[config.mk]
export PLATFORM = sky130hd
export DESIGN_NAME = xchg_bus_exchanger
export DESIGN_NICKNAME = d
export VERILOG_FILES = /design/src/rtl/xchg_pkg.sv /design/src/rtl/xchg_hold_reg.sv /design/src/rtl/xchg_gather.sv /design/src/rtl/xchg_split.sv /design/src/rtl/xchg_port_drive.sv /design/src/rtl/xchg_bus_exchanger.sv
export SDC_FILE = /design/constraint.sdc
export NUM_CORES = 1
export LEC_CHECK = 0
export BUFFER_PORTS_ARGS = -buffer_cell sky130_fd_sc_hd__buf_4
export CORE_AREA = 2 2 158 83
export DETAILED_ROUTE_END_ITERATION = 8
export DIE_AREA = 0 0 160 85
export PLACE_DENSITY = 0.45
export SETUP_SLACK_MARGIN = 0.4
export SKIP_LAST_GASP = 1
export SLEW_MARGIN = 15
export SYNTH_ARGS = -nofsm -noshare
export SYNTH_HDL_FRONTEND = slang
export SYNTH_SLANG_ARGS = --single-unit
export TNS_END_PERCENT = 5
[constraint.sdc]
create_clock -name clk -period 2.25 [get_ports clk]
set_input_delay 0.45 -clock clk [delete_from_list [all_inputs] [get_ports clk]]
set_output_delay 0.45 -clock clk [all_outputs]
set_load 0.05 [all_outputs]
[src/rtl/xchg_pkg.sv]
// Package: shared types of the bus exchanger.
// Assumes: nothing beyond IEEE 1800-2017.
package xchg_pkg;

    // Which stored wide half drives the narrow port.
    typedef enum logic {
        HALF_SECOND = 1'b0,
        HALF_FIRST  = 1'b1
    } half_e;

endpackage

[src/rtl/xchg_hold_reg.sv]
// Module: one word register with an active-low load enable.
// Assumes: synchronous active-low reset; holds its value when load_n is high.
module xchg_hold_reg #(
    parameter int unsigned W = 12
) (
    input  logic         clk,
    input  logic         rst_n,
    input  logic         load_n,
    input  logic [W-1:0] d,
    output logic [W-1:0] q
);

    // Capture d on an enabled edge, clear on reset.
    always_ff @(posedge clk) begin
        if (!rst_n) begin
            q <= '0;
        end else if (!load_n) begin
            q <= d;
        end
    end

endmodule

[src/rtl/xchg_gather.sv]
// Module: narrow-to-wide path. The first half runs through a STAGES-deep
// pipeline under one enable, and the second half through one register.
// Assumes: STAGES >= 1; all stages advance together on an enabled edge.
module xchg_gather #(
    parameter int unsigned W      = 12,
    parameter int unsigned STAGES = 2
) (
    input  logic         clk,
    input  logic         rst_n,
    input  logic [W-1:0] nar_in,
    input  logic         pack_f_n,
    input  logic         pack_s_n,
    output logic [W-1:0] first_q,
    output logic [W-1:0] second_q
);

    localparam int unsigned LAST = STAGES - 1;

    logic [STAGES-1:0][W-1:0] stage_q;

    // Shift the first-half pipeline on an enabled edge.
    always_ff @(posedge clk) begin
        if (!rst_n) begin
            stage_q <= '0;
        end else if (!pack_f_n) begin
            stage_q[0] <= nar_in;
            for (int i = 1; i < int'(STAGES); i++) begin
                stage_q[i] <= stage_q[i-1];
            end
        end
    end

    assign first_q = stage_q[LAST];

    xchg_hold_reg #(.W(W)) u_second (
        .clk    (clk),
        .rst_n  (rst_n),
        .load_n (pack_s_n),
        .d      (nar_in),
        .q      (second_q)
    );

endmodule

[src/rtl/xchg_split.sv]
// Module: wide-to-narrow path. Each half is captured into its own register,
// and a registered select picks the stored half.
// Assumes: the select is sampled on every edge, with no enable.
module xchg_split #(
    parameter int unsigned W = 12
) (
    input  logic         clk,
    input  logic         rst_n,
    input  logic [W-1:0] wf_in,
    input  logic [W-1:0] ws_in,
    input  logic         unpk_f_n,
    input  logic         unpk_s_n,
    input  logic         pick_first,
    output logic [W-1:0] picked
);

    import xchg_pkg::*;

    localparam int unsigned HALVES = 2;

    logic [HALVES-1:0][W-1:0] half_d;
    logic [HALVES-1:0][W-1:0] half_q;
    logic [HALVES-1:0]        half_ld_n;
    half_e                    pick_q;

    assign half_d    = {ws_in, wf_in};
    assign half_ld_n = {unpk_s_n, unpk_f_n};

    for (genvar g = 0; g < HALVES; g++) begin : g_half
        xchg_hold_reg #(.W(W)) u_cap (
            .clk    (clk),
            .rst_n  (rst_n),
            .load_n (half_ld_n[g]),
            .d      (half_d[g]),
            .q      (half_q[g])
        );
    end

    // Sample the half-select on every edge.
    always_ff @(posedge clk) begin
        if (!rst_n) begin
            pick_q <= HALF_SECOND;
        end else begin
            pick_q <= half_e'(pick_first);
        end
    end

    // Route the selected stored half.
    always_comb begin
        picked = (pick_q == HALF_FIRST) ? half_q[0] : half_q[1];
    end

endmodule

[src/rtl/xchg_port_drive.sv]
// Module: registered active-low output enable plus zero gating of a port.
// Assumes: drive is off after reset; the data bus reads 0 while off.
module xchg_port_drive #(
    parameter int unsigned W = 12
) (
    input  logic         clk,
    input  logic         rst_n,
    input  logic         oe_n,
    input  logic [W-1:0] word,
    output logic         drv,
    output logic [W-1:0] bus
);

    // Register the enable so the port switches only at edges.
    always_ff @(posedge clk) begin
        if (!rst_n) begin
            drv <= 1'b0;
        end else begin
            drv <= !oe_n;
        end
    end

    // Force the bus to zero while the port is off.
    always_comb begin
        bus = drv ? word : '0;
    end

endmodule

[src/rtl/xchg_bus_exchanger.sv]
// Module: top of the narrow/wide registered bus exchanger.
// Assumes: a single clock; three-state ports are modelled as bus plus drive flag.
module xchg_bus_exchanger #(
    parameter int unsigned NARROW_W     = 12,
    parameter int unsigned FIRST_STAGES = 2
) (
    input  logic                clk,
    input  logic                rst_n,
    input  logic [NARROW_W-1:0] nar_in,
    output logic [NARROW_W-1:0] nar_out,
    output logic                nar_drv,
    input  logic [NARROW_W-1:0] wf_in,
    input  logic [NARROW_W-1:0] ws_in,
    output logic [NARROW_W-1:0] wf_out,
    output logic [NARROW_W-1:0] ws_out,
    output logic                wid_drv,
    input  logic                pack_f_n,
    input  logic                pack_s_n,
    input  logic                unpk_f_n,
    input  logic                unpk_s_n,
    input  logic                pick_first,
    input  logic                nar_oe_n,
    input  logic                wid_oe_n
);

    localparam int unsigned WIDE_W = 2 * NARROW_W;

    logic [NARROW_W-1:0] first_q;
    logic [NARROW_W-1:0] second_q;
    logic [NARROW_W-1:0] picked;
    logic [WIDE_W-1:0]   wide_bus;

    xchg_gather #(.W(NARROW_W), .STAGES(FIRST_STAGES)) u_gather (
        .clk      (clk),
        .rst_n    (rst_n),
        .nar_in   (nar_in),
        .pack_f_n (pack_f_n),
        .pack_s_n (pack_s_n),
        .first_q  (first_q),
        .second_q (second_q)
    );

    xchg_split #(.W(NARROW_W)) u_split (
        .clk        (clk),
        .rst_n      (rst_n),
        .wf_in      (wf_in),
        .ws_in      (ws_in),
        .unpk_f_n   (unpk_f_n),
        .unpk_s_n   (unpk_s_n),
        .pick_first (pick_first),
        .picked     (picked)
    );

    xchg_port_drive #(.W(NARROW_W)) u_nar_drive (
        .clk   (clk),
        .rst_n (rst_n),
        .oe_n  (nar_oe_n),
        .word  (picked),
        .drv   (nar_drv),
        .bus   (nar_out)
    );

    xchg_port_drive #(.W(WIDE_W)) u_wid_drive (
        .clk   (clk),
        .rst_n (rst_n),
        .oe_n  (wid_oe_n),
        .word  ({second_q, first_q}),
        .drv   (wid_drv),
        .bus   (wide_bus)
    );

    assign wf_out = wide_bus[NARROW_W-1:0];
    assign ws_out = wide_bus[WIDE_W-1:NARROW_W];

endmodule

==> results of run 1 <==
==> how the worst min path moves through the flow <==
stage | slack [ns] | depth (start not counted) | endpoint
after floorplan | 0.48 | 2 | u_gather.u_second.q[0]
after global placement | 0.49 | 2 | u_gather.u_second.q[8]
after detailed placement | 0.50 | 2 | u_gather.u_second.q[8]
after CTS | 0.25 | 2 | u_nar_drive.drv
after global routing | 0.26 | 2 | u_nar_drive.drv
final | 0.27 | 2 | u_nar_drive.drv
==> power breakdown <==
group | total (mW) | switching (mW) | leakage [nW] | internal [mW]
Combinational | 0.346 | 0.173 | 1.03 | 0.173
Clock | 1.30 | 0.479 | 0.140 | 0.824
Sequential | 1.21 | 0.0343 | 0.520 | 1.18
Total | 2.86 | 0.687 | 1.69 | 2.18
==> worst max-delay path, cell delays in order, from the launching register on <==
cell     delay (ns)
dfxtp_4        0.38
buf_12         0.14
mux2i_2        0.23
nor2b_1        0.06
buf_4          0.19
==> cells in the final DEF, fill, tap and decap left out <==
cell         n
and2_1      25
and2b_1      1
buf_12       1
buf_4       84
clkbuf_16   10
clkbuf_8     3
clkinv_2     2
clkinvlp_4   1
dfxtp_1     62
dfxtp_4      1
mux2i_1     69
mux2i_2      3
nor2b_1     72
nor2b_2      1
==> cells by family after synthesis <==
group                  synth area share
AND/OR/NAND/NOR                   0.227
multiplexers                      0.264
flip-flops                        0.461
buffers and inverters            0.0481
==> per-layer routing <==
metal  vias to the layer above  part of all wire  global-route usage
met1                       906              0.55               0.144
met3                         7             0.053              0.0411
met2                        39              0.39               0.139
met4                         0             0.011              0.0344
met5                         -                 0                   0
li1                        983                 -                   -
==> registers in the layout, summed over array words and instances, names as in the netlist <==
| name | cells |
|---|---|
| u_gather.u_second.q | 12 |
| u_wid_drive.drv | 1 |
| u_gather.first_q | 12 |
| u_split.pick_q | 1 |
| u_nar_drive.drv | 1 |
| u_split.g_half.u_cap.q | 24 |
| u_gather.stage_q | 12 |
==> cell type report <==
cell class | count | area (um^2) | area share
clock buffer | 12 | 267 | 0.0703
timing repair buffer | 86 | 676 | 0.178
clock inverter | 3 | 17.5 | 0.00462
sequential | 63 | 1260 | 0.334
tap | 170 | 213 | 0.0561
multi-input combinational | 171 | 1360 | 0.357
==> timing repair <==
item,4_1_cts,5_1_grt
hold endpoints to repair,0,0
setup endpoints to repair,1,6
pin swaps,0,0
gates cloned,0,1
gates resized for setup,1,7
==> run metrics, run 1 <==
status complete, no violations; top post-synthesis cells by count nor2b_1, mux2i_1, dfxtp_1; Row Count 29; Placed Cells incl. Taps 489; pins over their slew limit 0; buffer count from post-CTS setup fixing 0; per-cell routed wire length 13.4 um; Hold Slack 0.272 ns; Filler cells 1291; Worst EP required 1.80 ns; yosys warns 0; hold buffer count at CTS 0; ys flop type dfxtp_1; top cell type by total area after synthesis dfxtp_1; Worst-path clk slew 0.05 ns; Port Buffer Count 82; RSZ-0062 raised after global routing no; Setup crit end nar_out[8]; fin crit share 0.788; Hold Path Class input port to register; Post-Syn Instances 250; Worst R2R Setup Slack 1.54 ns; worst r2r src u_split.g_half[1].u_cap.q[0]; Finish-stage setup viols 0; leakage 1.69 nW; hpwl dp 4.67 mm; critical path fanouts, max 6; Power Total 2.86 mW; Pwr Density 755 nW/um^2; Synth area leaders dfxtp_1, mux2i_1, nor2b_1, and2_1, buf_6; vias per std cell 3.83; Layout Cells excl Fill 505; root buffer cell clkbuf_16; drt drc 0; Nets 376; Max clock buf depth 2; worst-margin pin slew 0.533 ns; Mapped Area 2730 um^2; setup slack after layout 0.476 ns; Starting Density 0.223; Post-Syn Nets 295; CP startpoint kind register; register area share after synthesis 0.461; WL final 6.76 mm; Die H 85 um; ys async rst share 0; WS Path Type register to primary output; first-pass GRT wire length 10.6 mm; IO Count 83; reg2reg path depth 2; Total Die Area 13600 um^2; initial antenna violation count 0; Avg Inst Size Synth 10.9 um^2; routability cong. 0.698; n_diodes 0; FF+latch count, synth 63; Crit. End Element primary output; H-tree levels 3; crit path DAT 1.32 ns; most numerous cell in the Yosys netlist nor2b_1; placed cell area 3460 um^2; grt ovf 0; post-route ant nets 0; max-cap check violation count 0; area of the core 12300 um^2; final hold vios 0; Setup TNS 0 ns; Num CTS Buffers 9; Max VDD drop 304 uV; final instance area 3790 um^2; r2r endpoint u_split.g_half[1].u_cap.q[0]; clk_skew 0.00654 ns; worst slack, placed 0.762 ns; worst rel slew slack 0.644; initial drt markers 38; share of cells above drive strength 1 0.316; vias in the first global route 1971; clk sink count 63; number of synthesized flops with an enable pin 0; largest net degree at the start of global routing 64; hold path start nar_oe_n; CTS tree done; Via Count 1935; Distinct cells, synth 9; Die X 160 um; CP Launch Point u_split.pick_q; crit path time final 1.77 ns; Overall Global Routing Usage 0.102; utilization after layout 0.309; drt first pass iters 4; synth-to-layout area growth 38.7%; Fmax 564 MHz; worst skew pair latency 0.32 ns; top cell type's share of synthesized area 0.461
Power figures use the tool's default switching activity.
==> inputs of run 2 (changes only) <==
- PLACE_DENSITY: 0.45 -> 0.47
- clock period: 2.25 -> 1.49 ns (I/O delays scaled with it)
==> run metrics, run 2 (synthesized netlist as in run 1, its figures left out) <==
share of cells above drive strength 1 0.438; worst-margin pin slew 0.428 ns; sequential cell area 1270 um^2; clk sink count 63; Max clock buf depth 2; pins over their slew limit 0; Fmax 606 MHz; routability cong. 0.704; Worst Hold Depth 2; max-cap check violation count 0; reg2reg path depth 2; post-route ant nets 0; CP cell instances buf_12 > mux2i_4 > nor2b_4 > buf_6; drt first pass iters 3; Nets 376; vias in the first global route 1990; synth-to-layout area growth 50.1%; crit path time final 1.65 ns; Row Count 29; IO Count 83; Layout Cells excl Fill 506; initial antenna violation count 0; Worst EP required 1.19 ns; Top delay family on crit path flip-flops; initial drt markers 35; hpwl dp 4.76 mm; fin crit share 1.11; Total Die Area 13600 um^2; worst rel slew slack 0.715; CP startpoint kind register; Pwr Density 1120 nW/um^2; drt drc 0; buffer and inverter count on the worst path 2; slowest cell delay on critical path 0.38 ns; WL final 6.71 mm; Hold Path Class input port to register; clk_skew 0.00473 ns; CTS tree done; Max VDD drop 434 uV; sink of the worst hold path u_nar_drive.drv; H-tree levels 3; Num CTS Buffers 9; Starting Density 0.223; Worst R2R Setup Slack 0.78 ns; area occupied by multi-input gates 1600 um^2; commonest non-fill, non-tap cell in the layout buf_4; vias per std cell 3.82; crit path DAT 1.35 ns; grt ovf 0; Largest register FFs 24; Power Total 4.58 mW; violated checks setup timing; Slowest cell on crit path dfxtp_4; Die H 85 um; RSZ-0062 raised after global routing yes; Finish-stage setup viols 36; status complete, but fails checks; final hold vios 0; Biggest register u_split.g_half.u_cap.q; Placed Cells incl. Taps 489; n_diodes 0; root buffer cell clkbuf_16; Filler cells 1285; per-cell routed wire length 13.3 um; Overall Global Routing Usage 0.104; Crit. End Element primary output; worst skew pair latency 0.33 ns; setup slack after layout -0.160 ns; Via Count 1931; Port Buffer Count 82; r2r endpoint u_split.g_half[1].u_cap.q[0]; critical path fanouts, max 6; largest net degree at the start of global routing 34; first-pass GRT wire length 10.7 mm; hold buffer count at CTS 0; leakage 1.77 nW; hold path start nar_oe_n; Die X 160 um; Worst-path clk slew 0.06 ns; WS Path Type register to primary output; most frequent cells in the layout buf_4, mux2i_1, nor2b_1; worst r2r src u_split.g_half[1].u_cap.q[0]; area of the core 12300 um^2
-- run 2: metrics by stage --
step                      hold slack [ns]   util  area [um^2]  worst slack [ns]  setup TNS, ns
final                               0.112  0.335         4100            -0.160          -2.84
after global routing               0.0962  0.335         4100            -0.227          -5.60
after CTS                          0.0989  0.335         4100            -0.171          -4.23
after detailed placement            0.451  0.295         3620             0.153              0
after global placement              0.446  0.295         3620             0.185              0
after floorplan                     0.360      -         2890             0.258              0
-- run 2: what timing repair did --
| item | in CTS | in global routing |
|---|---|---|
| gates resized for setup | 28 | 0 |
| pin swaps | 0 | 0 |
| buffers inserted | 0 | 0 |
| endpoints found under the hold margin | 0 | 0 |
| cloned | 1 | 0 |
| endpoints found under the setup margin | 38 | 38 |
-- run 2: cell type report --
class	instances	share of cell area
multi-input cells	171	0.389
flip-flops and latches	63	0.310
clock inverters	6	0.0168
repair buffers	86	0.174
clock buffers	10	0.0582
well taps	170	0.0518
-- run 2: how the worst max path moves through the flow --
stage,startpoint,endpoint,slack [ns],depth (start not counted)
floorplan,u_nar_drive.drv,nar_out[0],0.26,1
global placement,u_split.pick_q,nar_out[2],0.19,4
detailed placement,u_split.pick_q,nar_out[10],0.15,4
CTS,u_split.pick_q,nar_out[2],-0.17,4
global route,u_split.pick_q,nar_out[7],-0.23,4
finish,u_split.pick_q,nar_out[7],-0.16,4
-- run 2: routing by layer --
| layer | GRT usage | vias up | part of all wire |
|---|---|---|---|
| li1 | - | 997 | - |
| met1 | 0.150 | 882 | 0.54 |
| met2 | 0.140 | 43 | 0.40 |
| met3 | 0.0430 | 9 | 0.053 |
| met4 | 0.0319 | 0 | 0.013 |
| met5 | 0 | - | 0 |
-- run 2: power breakdown --
part           switching (mW)  internal [mW]
logic                   0.267          0.310
registers              0.0813           1.78
clock network           0.795           1.35
==> inputs of run 3 (changes only) <==
==> constraint.sdc (replaced) <==
create_clock -name clk -period 1.49 [get_ports clk]
set_input_delay 0.298 -clock clk [delete_from_list [all_inputs] [get_ports clk]]
set_output_delay 0.298 -clock clk [all_outputs]
set_load 0.1 [all_outputs]
==> run metrics, run 3 (synthesized netlist as in run 1, its figures left out) <==
Fmax 600 MHz; IO Count 83; setup slack after layout -0.176 ns; share of cells above drive strength 1 0.457; initial antenna violation count 0; P_sw 1.20 mW; Hold Slack 0.111 ns; synth-to-layout area growth 59.8%; CP startpoint kind register; hpwl dp 4.66 mm; Crit. End Element primary output; Seq pwr share 0.387; Sw Ratio 0.251; Port Buffer Count 82; Clock power frac 0.460; met3 usage 0.0425; Slowest cell on crit path dfxtp_4; violated checks setup timing; area occupied by multi-input gates 1640 um^2; pins over their slew limit 0; P_int 3.59 mW; final hold vios 0; sequential cell area 1270 um^2; leakage 1.84 nW; layer carrying the most global-route usage met1; critical path fanouts, max 5; WL final 6.91 mm; power share of the combinational group 0.153; Filler cells 1256; Die X 160 um; worst rel slew slack 0.713; per-cell routed wire length 13.6 um; WS Path Type register to primary output; max-cap check violation count 0; vias in the first global route 1955; root buffer cell clkbuf_16; Worst-path clk slew 0.05 ns; Starting Density 0.223; Setup TNS -3.52 ns; Row Count 29; clk sink count 63; vias per std cell 3.85; Num CTS Buffers 9; Overall Global Routing Usage 0.107; grt ovf 0; clk_skew 0.00523 ns; buffer and inverter count on the worst path 2; routability cong. 0.690; status complete, but fails checks; Via Count 1961; crit path time final 1.67 ns; Hold Path Class input port to register; n_diodes 0; worst skew pair latency 0.32 ns; CTS tree done; post-route ant nets 0; crit path DAT 1.37 ns; drt drc 0; H-tree levels 3; Most common cell on crit path buf_12; Nets 379; area of the core 12300 um^2; Largest register FFs 24; Total Die Area 13600 um^2; initial drt markers 56; Pwr Density 1100 nW/um^2; Max clock buf depth 2; M2 GR Usage 0.141; Finish-stage setup viols 37; utilization after layout 0.356; Top delay family on crit path flip-flops; Worst EP required 1.19 ns; largest net degree at the start of global routing 45; worst-margin pin slew 0.431 ns; drt first pass iters 4; Die H 85 um; commonest non-fill, non-tap cell in the layout nor2b_1; Max VDD drop 463 uV; most frequent cells in the layout nor2b_1, mux2i_1, buf_4, dfxtp_1, and2_4; GR Util met1 0.156; first-pass GRT wire length 10.9 mm; RSZ-0062 raised after global routing yes; fin crit share 1.12; Biggest register u_split.g_half.u_cap.q; CP cell instances buf_12 > mux2i_4 > nor2b_4 > buf_12; slowest cell delay on critical path 0.39 ns
run 3: final timing paths:
path | startpoint | end | slack, ns | depth (start not counted)
setup / recovery | u_split.pick_q | nar_out[1] | -0.18 | 4
hold / removal | nar_oe_n | u_nar_drive.drv | 0.11 | 2
setup reg to reg | u_split.g_half[1].u_cap.q[0] | u_split.g_half[1].u_cap.q[0] | 0.75 | 2
hold reg to reg | u_gather.u_second.q[8] | u_gather.u_second.q[8] | 0.51 | 2
run 3: power groups by stage:
stage	Combinational (mW)	Clock (mW)	Sequential, mW
2_1_floorplan	0.454	0	1.87
3_3_place_gp	0.623	0	1.88
3_5_place_dp	0.630	0	1.88
4_1_cts	0.734	2.29	1.85
5_1_grt	0.776	2.38	1.87
6_report	0.731	2.20	1.85
run 3: repair_timing:
action                                  CTS  global route
cloned                                    1             0
endpoints found under the setup margin   38            38
hold buffers                              0             0
resized for setup                        68             6
buffers inserted                          3             0
run 3: cell type report:
cell class	instances	share of cell area
clock buffer	10	0.0524
clock inverter	6	0.0195
multi-input combinational	171	0.375
timing repair buffer	89	0.214
tap	170	0.0487
sequential	63	0.291
run 3: metrics by stage:
step	instance area [um^2]	total power [mW]	std cells	setup slack (ns)
finish	4370	4.79	509	-0.176
global route	4370	5.02	509	-0.230
CTS	4330	4.88	509	-0.190
detailed placement	3630	2.51	489	0.0645
global placement	3630	2.50	489	0.0979
floorplan	2900	2.32	250	-0.0860
run 3: metal layers:
| metal | vias up | share of wire |
|---|---|---|
| met5 | - | 0 |
| met4 | 0 | 0.013 |
| met3 | 9 | 0.054 |
| met2 | 44 | 0.39 |
| met1 | 910 | 0.54 |
| li1 | 998 | - |
run 3: worst reg2reg max path: stages, from the launching register on:
cell     delay, ns
dfxtp_1       0.34
mux2i_1       0.12
and2b_1       0.18
